--- config.mk ---
export PLATFORM = sky130hd
export DESIGN_NAME = sector_flash
export DESIGN_NICKNAME = d
export VERILOG_FILES = /design/src/rtl/sf_pkg.sv /design/src/rtl/sf_por_lock.sv /design/src/rtl/sf_ctrl.sv /design/src/rtl/sf_load_buf.sv /design/src/rtl/sf_array.sv /design/src/rtl/sector_flash.sv
export SDC_FILE = /design/constraint.sdc
export NUM_CORES = 2
export LEC_CHECK = 0
export ABC_AREA = 1
export BUFFER_PORTS_ARGS = -buffer_cell sky130_fd_sc_hd__buf_2
export CORE_ASPECT_RATIO = 2
export CORE_MARGIN = 2
export CORE_UTILIZATION = 30
export CTS_BUF_LIST = sky130_fd_sc_hd__clkbuf_2
export CTS_CLUSTER_DIAMETER = 120
export CTS_CLUSTER_SIZE = 10
export DETAILED_ROUTE_END_ITERATION = 12
export PLACE_DENSITY = 0.43
export SYNTH_ARGS = -nofsm -noshare
export SYNTH_HDL_FRONTEND = slang
export SYNTH_SLANG_ARGS = --single-unit
--- constraint.sdc ---
create_clock -name clk -period 34.2 [get_ports clk]
set_clock_uncertainty 0.15 [all_clocks]
set_input_delay 1.71 -clock clk [delete_from_list [all_inputs] [get_ports clk]]
set_output_delay 1.71 -clock clk [all_outputs]
set_load 0.01 [all_outputs]
--- src/rtl/sf_pkg.sv ---
package sf_pkg;
  typedef enum logic [1:0] {
    ST_IDLE = 2'd0,
    ST_LOAD = 2'd1,
    ST_PROG = 2'd2
  } sf_state_t;
endpackage

--- src/rtl/sf_por_lock.sv ---
module sf_por_lock #(
  parameter int POR_CYC = 16
) (
  input  logic clk,
  input  logic rst_ni,
  output logic por_ok
);
  localparam int CW = $clog2(POR_CYC + 1);

  logic [CW-1:0] cnt_q, cnt_d;
  logic          ok_q, ok_d;
  logic          cnt_en;

  always_comb begin
    cnt_en = ~ok_q;
    cnt_d  = cnt_q + CW'(1);
    ok_d   = (cnt_q == CW'(POR_CYC - 1));
  end

  always_ff @(posedge clk or negedge rst_ni) begin
    if (!rst_ni) begin
      cnt_q <= '0;
      ok_q  <= 1'b0;
    end else if (cnt_en) begin
      cnt_q <= cnt_d;
      ok_q  <= ok_d;
    end
  end

  assign por_ok = ok_q;
endmodule

--- src/rtl/sf_ctrl.sv ---
module sf_ctrl
  import sf_pkg::*;
#(
  parameter int SECT_W   = 3,
  parameter int OFF_W    = 4,
  parameter int LOAD_WIN = 8,
  parameter int PROG_CYC = 20
) (
  input  logic              clk,
  input  logic              rst_ni,
  input  logic              wr_ok,
  input  logic [SECT_W-1:0] sect_in,
  input  logic [OFF_W-1:0]  off_in,
  input  logic [7:0]        din,
  output logic              buf_start,
  output logic              buf_store,
  output logic              commit,
  output logic              busy,
  output logic [SECT_W-1:0] sect_q,
  output logic [OFF_W-1:0]  last_off,
  output logic [7:0]        last_dat
);
  localparam int WW = $clog2(LOAD_WIN + 1);
  localparam int PW = $clog2(PROG_CYC + 1);

  sf_state_t         st_q, st_d;
  logic [WW-1:0]     win_q, win_d;
  logic [PW-1:0]     pc_q, pc_d;
  logic [SECT_W-1:0] sect_d;
  logic [OFF_W-1:0]  loff_q, loff_d;
  logic [7:0]        ldat_q, ldat_d;
  logic              take;

  always_comb begin
    st_d      = st_q;
    win_d     = win_q;
    pc_d      = pc_q;
    sect_d    = sect_q;
    loff_d    = loff_q;
    ldat_d    = ldat_q;
    buf_start = 1'b0;
    buf_store = 1'b0;
    commit    = 1'b0;
    take      = 1'b0;
    unique case (st_q)
      ST_IDLE: begin
        if (wr_ok) begin
          st_d      = ST_LOAD;
          sect_d    = sect_in;
          win_d     = '0;
          buf_start = 1'b1;
          take      = 1'b1;
        end
      end
      ST_LOAD: begin
        if (wr_ok && (sect_in == sect_q)) begin
          buf_store = 1'b1;
          win_d     = '0;
          take      = 1'b1;
        end else if (win_q == WW'(LOAD_WIN - 1)) begin
          st_d = ST_PROG;
          pc_d = '0;
        end else begin
          win_d = win_q + WW'(1);
        end
      end
      ST_PROG: begin
        if (pc_q == PW'(PROG_CYC - 1)) begin
          commit = 1'b1;
          st_d   = ST_IDLE;
        end else begin
          pc_d = pc_q + PW'(1);
        end
      end
      default: st_d = ST_IDLE;
    endcase
    if (take) begin
      loff_d = off_in;
      ldat_d = din;
    end
  end

  always_ff @(posedge clk or negedge rst_ni) begin
    if (!rst_ni) begin
      st_q   <= ST_IDLE;
      win_q  <= '0;
      pc_q   <= '0;
      sect_q <= '0;
      loff_q <= '0;
      ldat_q <= '0;
    end else begin
      st_q   <= st_d;
      win_q  <= win_d;
      pc_q   <= pc_d;
      sect_q <= sect_d;
      loff_q <= loff_d;
      ldat_q <= ldat_d;
    end
  end

  assign busy     = (st_q == ST_PROG);
  assign last_off = loff_q;
  assign last_dat = ldat_q;
endmodule

--- src/rtl/sf_load_buf.sv ---
module sf_load_buf #(
  parameter int OFF_W = 4
) (
  input  logic                       clk,
  input  logic                       rst_ni,
  input  logic                       start,
  input  logic                       store,
  input  logic [OFF_W-1:0]           off,
  input  logic [7:0]                 din,
  output logic [(2**OFF_W)*8-1:0]    buf_flat
);
  localparam int SB = 2 ** OFF_W;

  logic [7:0] stage_q [SB];

  always_ff @(posedge clk or negedge rst_ni) begin
    if (!rst_ni) begin
      for (int i = 0; i < SB; i++) stage_q[i] <= 8'hFF;
    end else begin
      for (int i = 0; i < SB; i++) begin
        if (start) begin
          stage_q[i] <= (OFF_W'(i) == off) ? din : 8'hFF;
        end else if (store && (OFF_W'(i) == off)) begin
          stage_q[i] <= din;
        end
      end
    end
  end

  for (genvar g = 0; g < SB; g++) begin : g_pack
    assign buf_flat[g*8 +: 8] = stage_q[g];
  end
endmodule

--- src/rtl/sf_array.sv ---
module sf_array #(
  parameter int SECT_W = 3,
  parameter int OFF_W  = 4
) (
  input  logic                        clk,
  input  logic                        rst_ni,
  input  logic                        commit,
  input  logic [SECT_W-1:0]           sect,
  input  logic [(2**OFF_W)*8-1:0]     buf_flat,
  input  logic                        rd_en,
  input  logic [SECT_W+OFF_W-1:0]     raddr,
  input  logic                        poll_en,
  input  logic [SECT_W+OFF_W-1:0]     poll_addr,
  input  logic [7:0]                  poll_dat,
  output logic [7:0]                  rdata
);
  localparam int AW = SECT_W + OFF_W;
  localparam int NB = 2 ** AW;
  localparam int SB = 2 ** OFF_W;

  logic [7:0] mem_q [NB];

  always_ff @(posedge clk or negedge rst_ni) begin
    if (!rst_ni) begin
      for (int i = 0; i < NB; i++) mem_q[i] <= 8'hFF;
    end else if (commit) begin
      for (int i = 0; i < SB; i++) mem_q[{sect, OFF_W'(i)}] <= buf_flat[i*8 +: 8];
    end
  end

  always_comb begin
    rdata = 8'h00;
    if (rd_en) begin
      if (poll_en && (raddr == poll_addr)) rdata = {~poll_dat[7], poll_dat[6:0]};
      else                                 rdata = mem_q[raddr];
    end
  end
endmodule

--- src/rtl/sector_flash.sv ---
module sector_flash #(
  parameter int SECT_W   = 3,
  parameter int OFF_W    = 4,
  parameter int LOAD_WIN = 8,
  parameter int PROG_CYC = 20,
  parameter int POR_CYC  = 16
) (
  input  logic                    clk,
  input  logic                    rst_n,
  input  logic                    ce_n,
  input  logic                    we_n,
  input  logic                    oe_n,
  input  logic [SECT_W+OFF_W-1:0] addr,
  input  logic [7:0]              wdata,
  output logic [7:0]              rdata,
  output logic                    busy
);
  localparam int AW = SECT_W + OFF_W;
  localparam int SB = 2 ** OFF_W;

  logic [1:0] rsync_q;
  logic       rst_ni;

  always_ff @(posedge clk or negedge rst_n) begin
    if (!rst_n) rsync_q <= 2'b00;
    else        rsync_q <= {rsync_q[0], 1'b1};
  end
  assign rst_ni = rsync_q[1];

  logic              por_ok;
  logic              wr_stb, wr_ok, rd_en;
  logic              buf_start, buf_store, commit;
  logic [SECT_W-1:0] sect_q;
  logic [OFF_W-1:0]  last_off;
  logic [7:0]        last_dat;
  logic [SB*8-1:0]   buf_flat;

  assign wr_stb = ~ce_n & ~we_n & oe_n;
  assign wr_ok  = wr_stb & por_ok;
  assign rd_en  = ~ce_n & ~oe_n & we_n;

  sf_por_lock #(.POR_CYC(POR_CYC)) u_por (
    .clk    (clk),
    .rst_ni (rst_ni),
    .por_ok (por_ok)
  );

  sf_ctrl #(
    .SECT_W(SECT_W), .OFF_W(OFF_W), .LOAD_WIN(LOAD_WIN), .PROG_CYC(PROG_CYC)
  ) u_ctrl (
    .clk       (clk),
    .rst_ni    (rst_ni),
    .wr_ok     (wr_ok),
    .sect_in   (addr[AW-1:OFF_W]),
    .off_in    (addr[OFF_W-1:0]),
    .din       (wdata),
    .buf_start (buf_start),
    .buf_store (buf_store),
    .commit    (commit),
    .busy      (busy),
    .sect_q    (sect_q),
    .last_off  (last_off),
    .last_dat  (last_dat)
  );

  sf_load_buf #(.OFF_W(OFF_W)) u_buf (
    .clk      (clk),
    .rst_ni   (rst_ni),
    .start    (buf_start),
    .store    (buf_store),
    .off      (addr[OFF_W-1:0]),
    .din      (wdata),
    .buf_flat (buf_flat)
  );

  sf_array #(.SECT_W(SECT_W), .OFF_W(OFF_W)) u_arr (
    .clk       (clk),
    .rst_ni    (rst_ni),
    .commit    (commit),
    .sect      (sect_q),
    .buf_flat  (buf_flat),
    .rd_en     (rd_en),
    .raddr     (addr),
    .poll_en   (busy),
    .poll_addr ({sect_q, last_off}),
    .poll_dat  (last_dat),
    .rdata     (rdata)
  );
endmodule

==> metrics.txt <==
run status finished, final reports clean; antenna violations before repair 5; Synth area leaders dfstp_2 56%, nand2_1 21%, o21ai_0 9.6%; pwr/cell area 44.9 nW/µm²; clock sinks 1186; aggregate global-route resource usage 0.217; total grt overflow 0; Syn Inst Count 6662; worst skew pair latency 1.71 ns; dpl cells 8698; H-tree depth 4; via count 42900; first-pass GRT wire length ~300000 µm; crit path max fanout 78; ys flop type dfstp_2; Die W around 300 µm; Hold Path Class register to register; drt pass-1 iters 5; Slew @ Worst Pin ~1.4 ns; met2 WL post-DR roughly 100000 µm; CTS Hold Bufs 4; clock transition at the registers of the reported paths 0.22 ns; post-route clock period utilization 0.240; CP Class input pin to output port; Yosys cell types 38; Post-DP HPWL around 120000 µm; drt total wl between 200000 and 250000 µm; largest net degree at the start of global routing about 210; non-filler cells, final 8866; row count 221; hold_sp rsync_q[0]; Pwr Total around 2600 µW; vias in the first global route 42600; FF+latch count, synth around 1200; Die Y 606 µm; Hold Path Sink rsync_q[1]; ys async rst share 1.00; nets 6523; DR WL/cell 22.6 µm; synth cell count leaders 3096 x nand2_1, 1152 x dfstp_2, 1044 x o21ai_0; max_slew headroom 0.0651; met3 WL 5980 µm; crit path time final 8.22 ns; postcts setup bufs 0; final RePlAce weighted congestion ~0.81; Fin. Hold Viols 0; post-CTS sizing 0; CP endpoint kind output port; CP startpoint kind input pin; FMAX 122 MHz; top cell type's share of synthesized area 0.557; Max Used Layer met4; leakage between 0.02 and 0.025 µW; DRC Markers 0; post-route ant nets 0; syn nets 6686; Initial Util 0.301; die area 185000 µm²; final setup vio count 0; R2R setup slack 29.95 ns; CP startpoint addr[1]; RSZ-0062 raised after global routing no; # IOs 29; Pins Over Slew Limit 0; Core Box Area between 150000 and 200000 µm²; layout cells sized above 1 0.229; Synth Warn # 0; WL met1 84400 µm; area delta synth->final 5.43%; cells on worst reg2reg path 4; # Max-Cap Violations 0; TritonCTS Buffers about 140; synthesized area 54300 µm²; WP data required between 30 and 40 ns; clock tree from TritonCTS yes; Hold Crit Depth 0; dominant cell type by area after synthesis dfstp_2; drt via density 4.83; number of synthesized flops with an enable pin 0; register area share after synthesis 0.573; fin util 0.317; IO Port Bufs 28; worst IR drop on VDD 0.0333 mV; most common cell in the netlist nand2_1; arrival time at the worst endpoint approximately 6.4 ns; clk root buf clkbuf_2; RR Endpoint u_arr.mem_q[495]; clk buf depth 3; DRT iter0 DRCs 3304; RR Startpoint rsync_q[1]; TNS Setup 0 ns; Syn Area/Cell 8.16 µm²
-- per-stage QoR --
stage          cell area [µm²]  hold WS (ns)  setup WS (ns)
2_1_floorplan            54300         0.181          0.556
3_3_place_gp             56400         0.182          25.98
3_5_place_dp             56400         0.188          25.98
4_1_cts                  57300        0.0177          25.97
5_1_grt                  57300         0.157          25.75
6_report                 57300         0.221          25.98
-- power breakdown --
| part | internal [µW] | total (µW) | switching [µW] |
|---|---|---|---|
| clock network | 133 | 637 | 505 |
| registers | 1510 | 1560 | 41.0 |
| logic | 59.2 | 380 | 321 |
-- worst max-delay path: stages --
cell	delay (ns)
buf_6	0.27
inv_6	0.32
nor2_4	0.85
buf_4	0.73
buf_4	0.96
nand2_1	0.10
nand2_1	0.10
nor2_1	0.04
nor2_1	0.09
nor2_1	0.06
nand2_1	0.06
nand3_1	0.07
nand3_1	0.12
nand2_1	0.28
a21oi_1	0.26
buf_2	0.18
-- how the worst max path moves through the flow --
| stage | end |
|---|---|
| 3_5_place_dp | rdata[5] |
| 5_1_grt | rdata[5] |
| 4_1_cts | rdata[5] |
| 3_3_place_gp | rdata[5] |
| 2_1_floorplan | u_ctrl.last_dat[0] |
| 6_report | rdata[5] |
-- cell families (layout without fill, tap and decap cells) --
logic type / Yosys count / after routing / share of synthesized area
flip-flops: 1186 / 1186 / 0.573
XOR/XNOR: 12 / 12 / 0.00193
buffers and inverters: 583 / 443 / 0.0459
AND/OR/NAND/NOR: 3612 / 3612 / 0.259
AO/OA/AOI/OAI: 1264 / 1264 / 0.120
adder cells (fa/ha/maj): 4 / 4 / 0.000921
other: 1 / 4 / 0.0000690
-- sequential cells by signal, indices dropped and copies added (netlist names), 3 cells and up --
signal / count
u_arr.mem_q: 1024
u_buf.buf_flat: 128
u_ctrl.last_dat: 8
u_ctrl.pc_q: 5
u_por.cnt_q: 5
u_ctrl.last_off: 4
u_ctrl.win_q: 4
u_ctrl.sect_q: 3
-- final cells by class --
| type | count | area, µm² |
|---|---|---|
| antenna | 3 | 7.51 |
| inverter | 166 | 653 |
| sequential | 1186 | 31100 |
| clock buffer | 153 | 766 |
| timing repair buffer | 116 | 902 |
| tap | 2341 | 2930 |
| multi-input combinational | 4893 | 20800 |
| clock inverter | 8 | 86.3 |
| fill | 19600 | 123000 |
-- routing by layer --
metal	vias up	track usage
met5	-	0
met3	243	0.0215
met2	809	0.384
met1	21000	0.267
li1	20800	-
met4	0	0.0960
-- cell usage in the layout, fill, tap and decap left out, types with 26 or more instances in the layout --
| cell type | Yosys | routed |
|---|---|---|
| nand3_1 | 129 | 123 |
| nand4_1 | 36 | 36 |
| buf_2 | 112 | 26 |
| buf_4 | 33 | 78 |
| dfstp_2 | 1152 | 1152 |
| clkbuf_2 | 0 | 153 |
| a22oi_1 | 32 | 32 |
| dfrtp_1 | 34 | 33 |
| o21ai_0 | 1044 | 1044 |
| nor2_1 | 317 | 314 |
| inv_1 | 154 | 153 |
| nand2_1 | 3096 | 3096 |
| a21oi_1 | 171 | 171 |
Power figures use the tool's default switching activity.
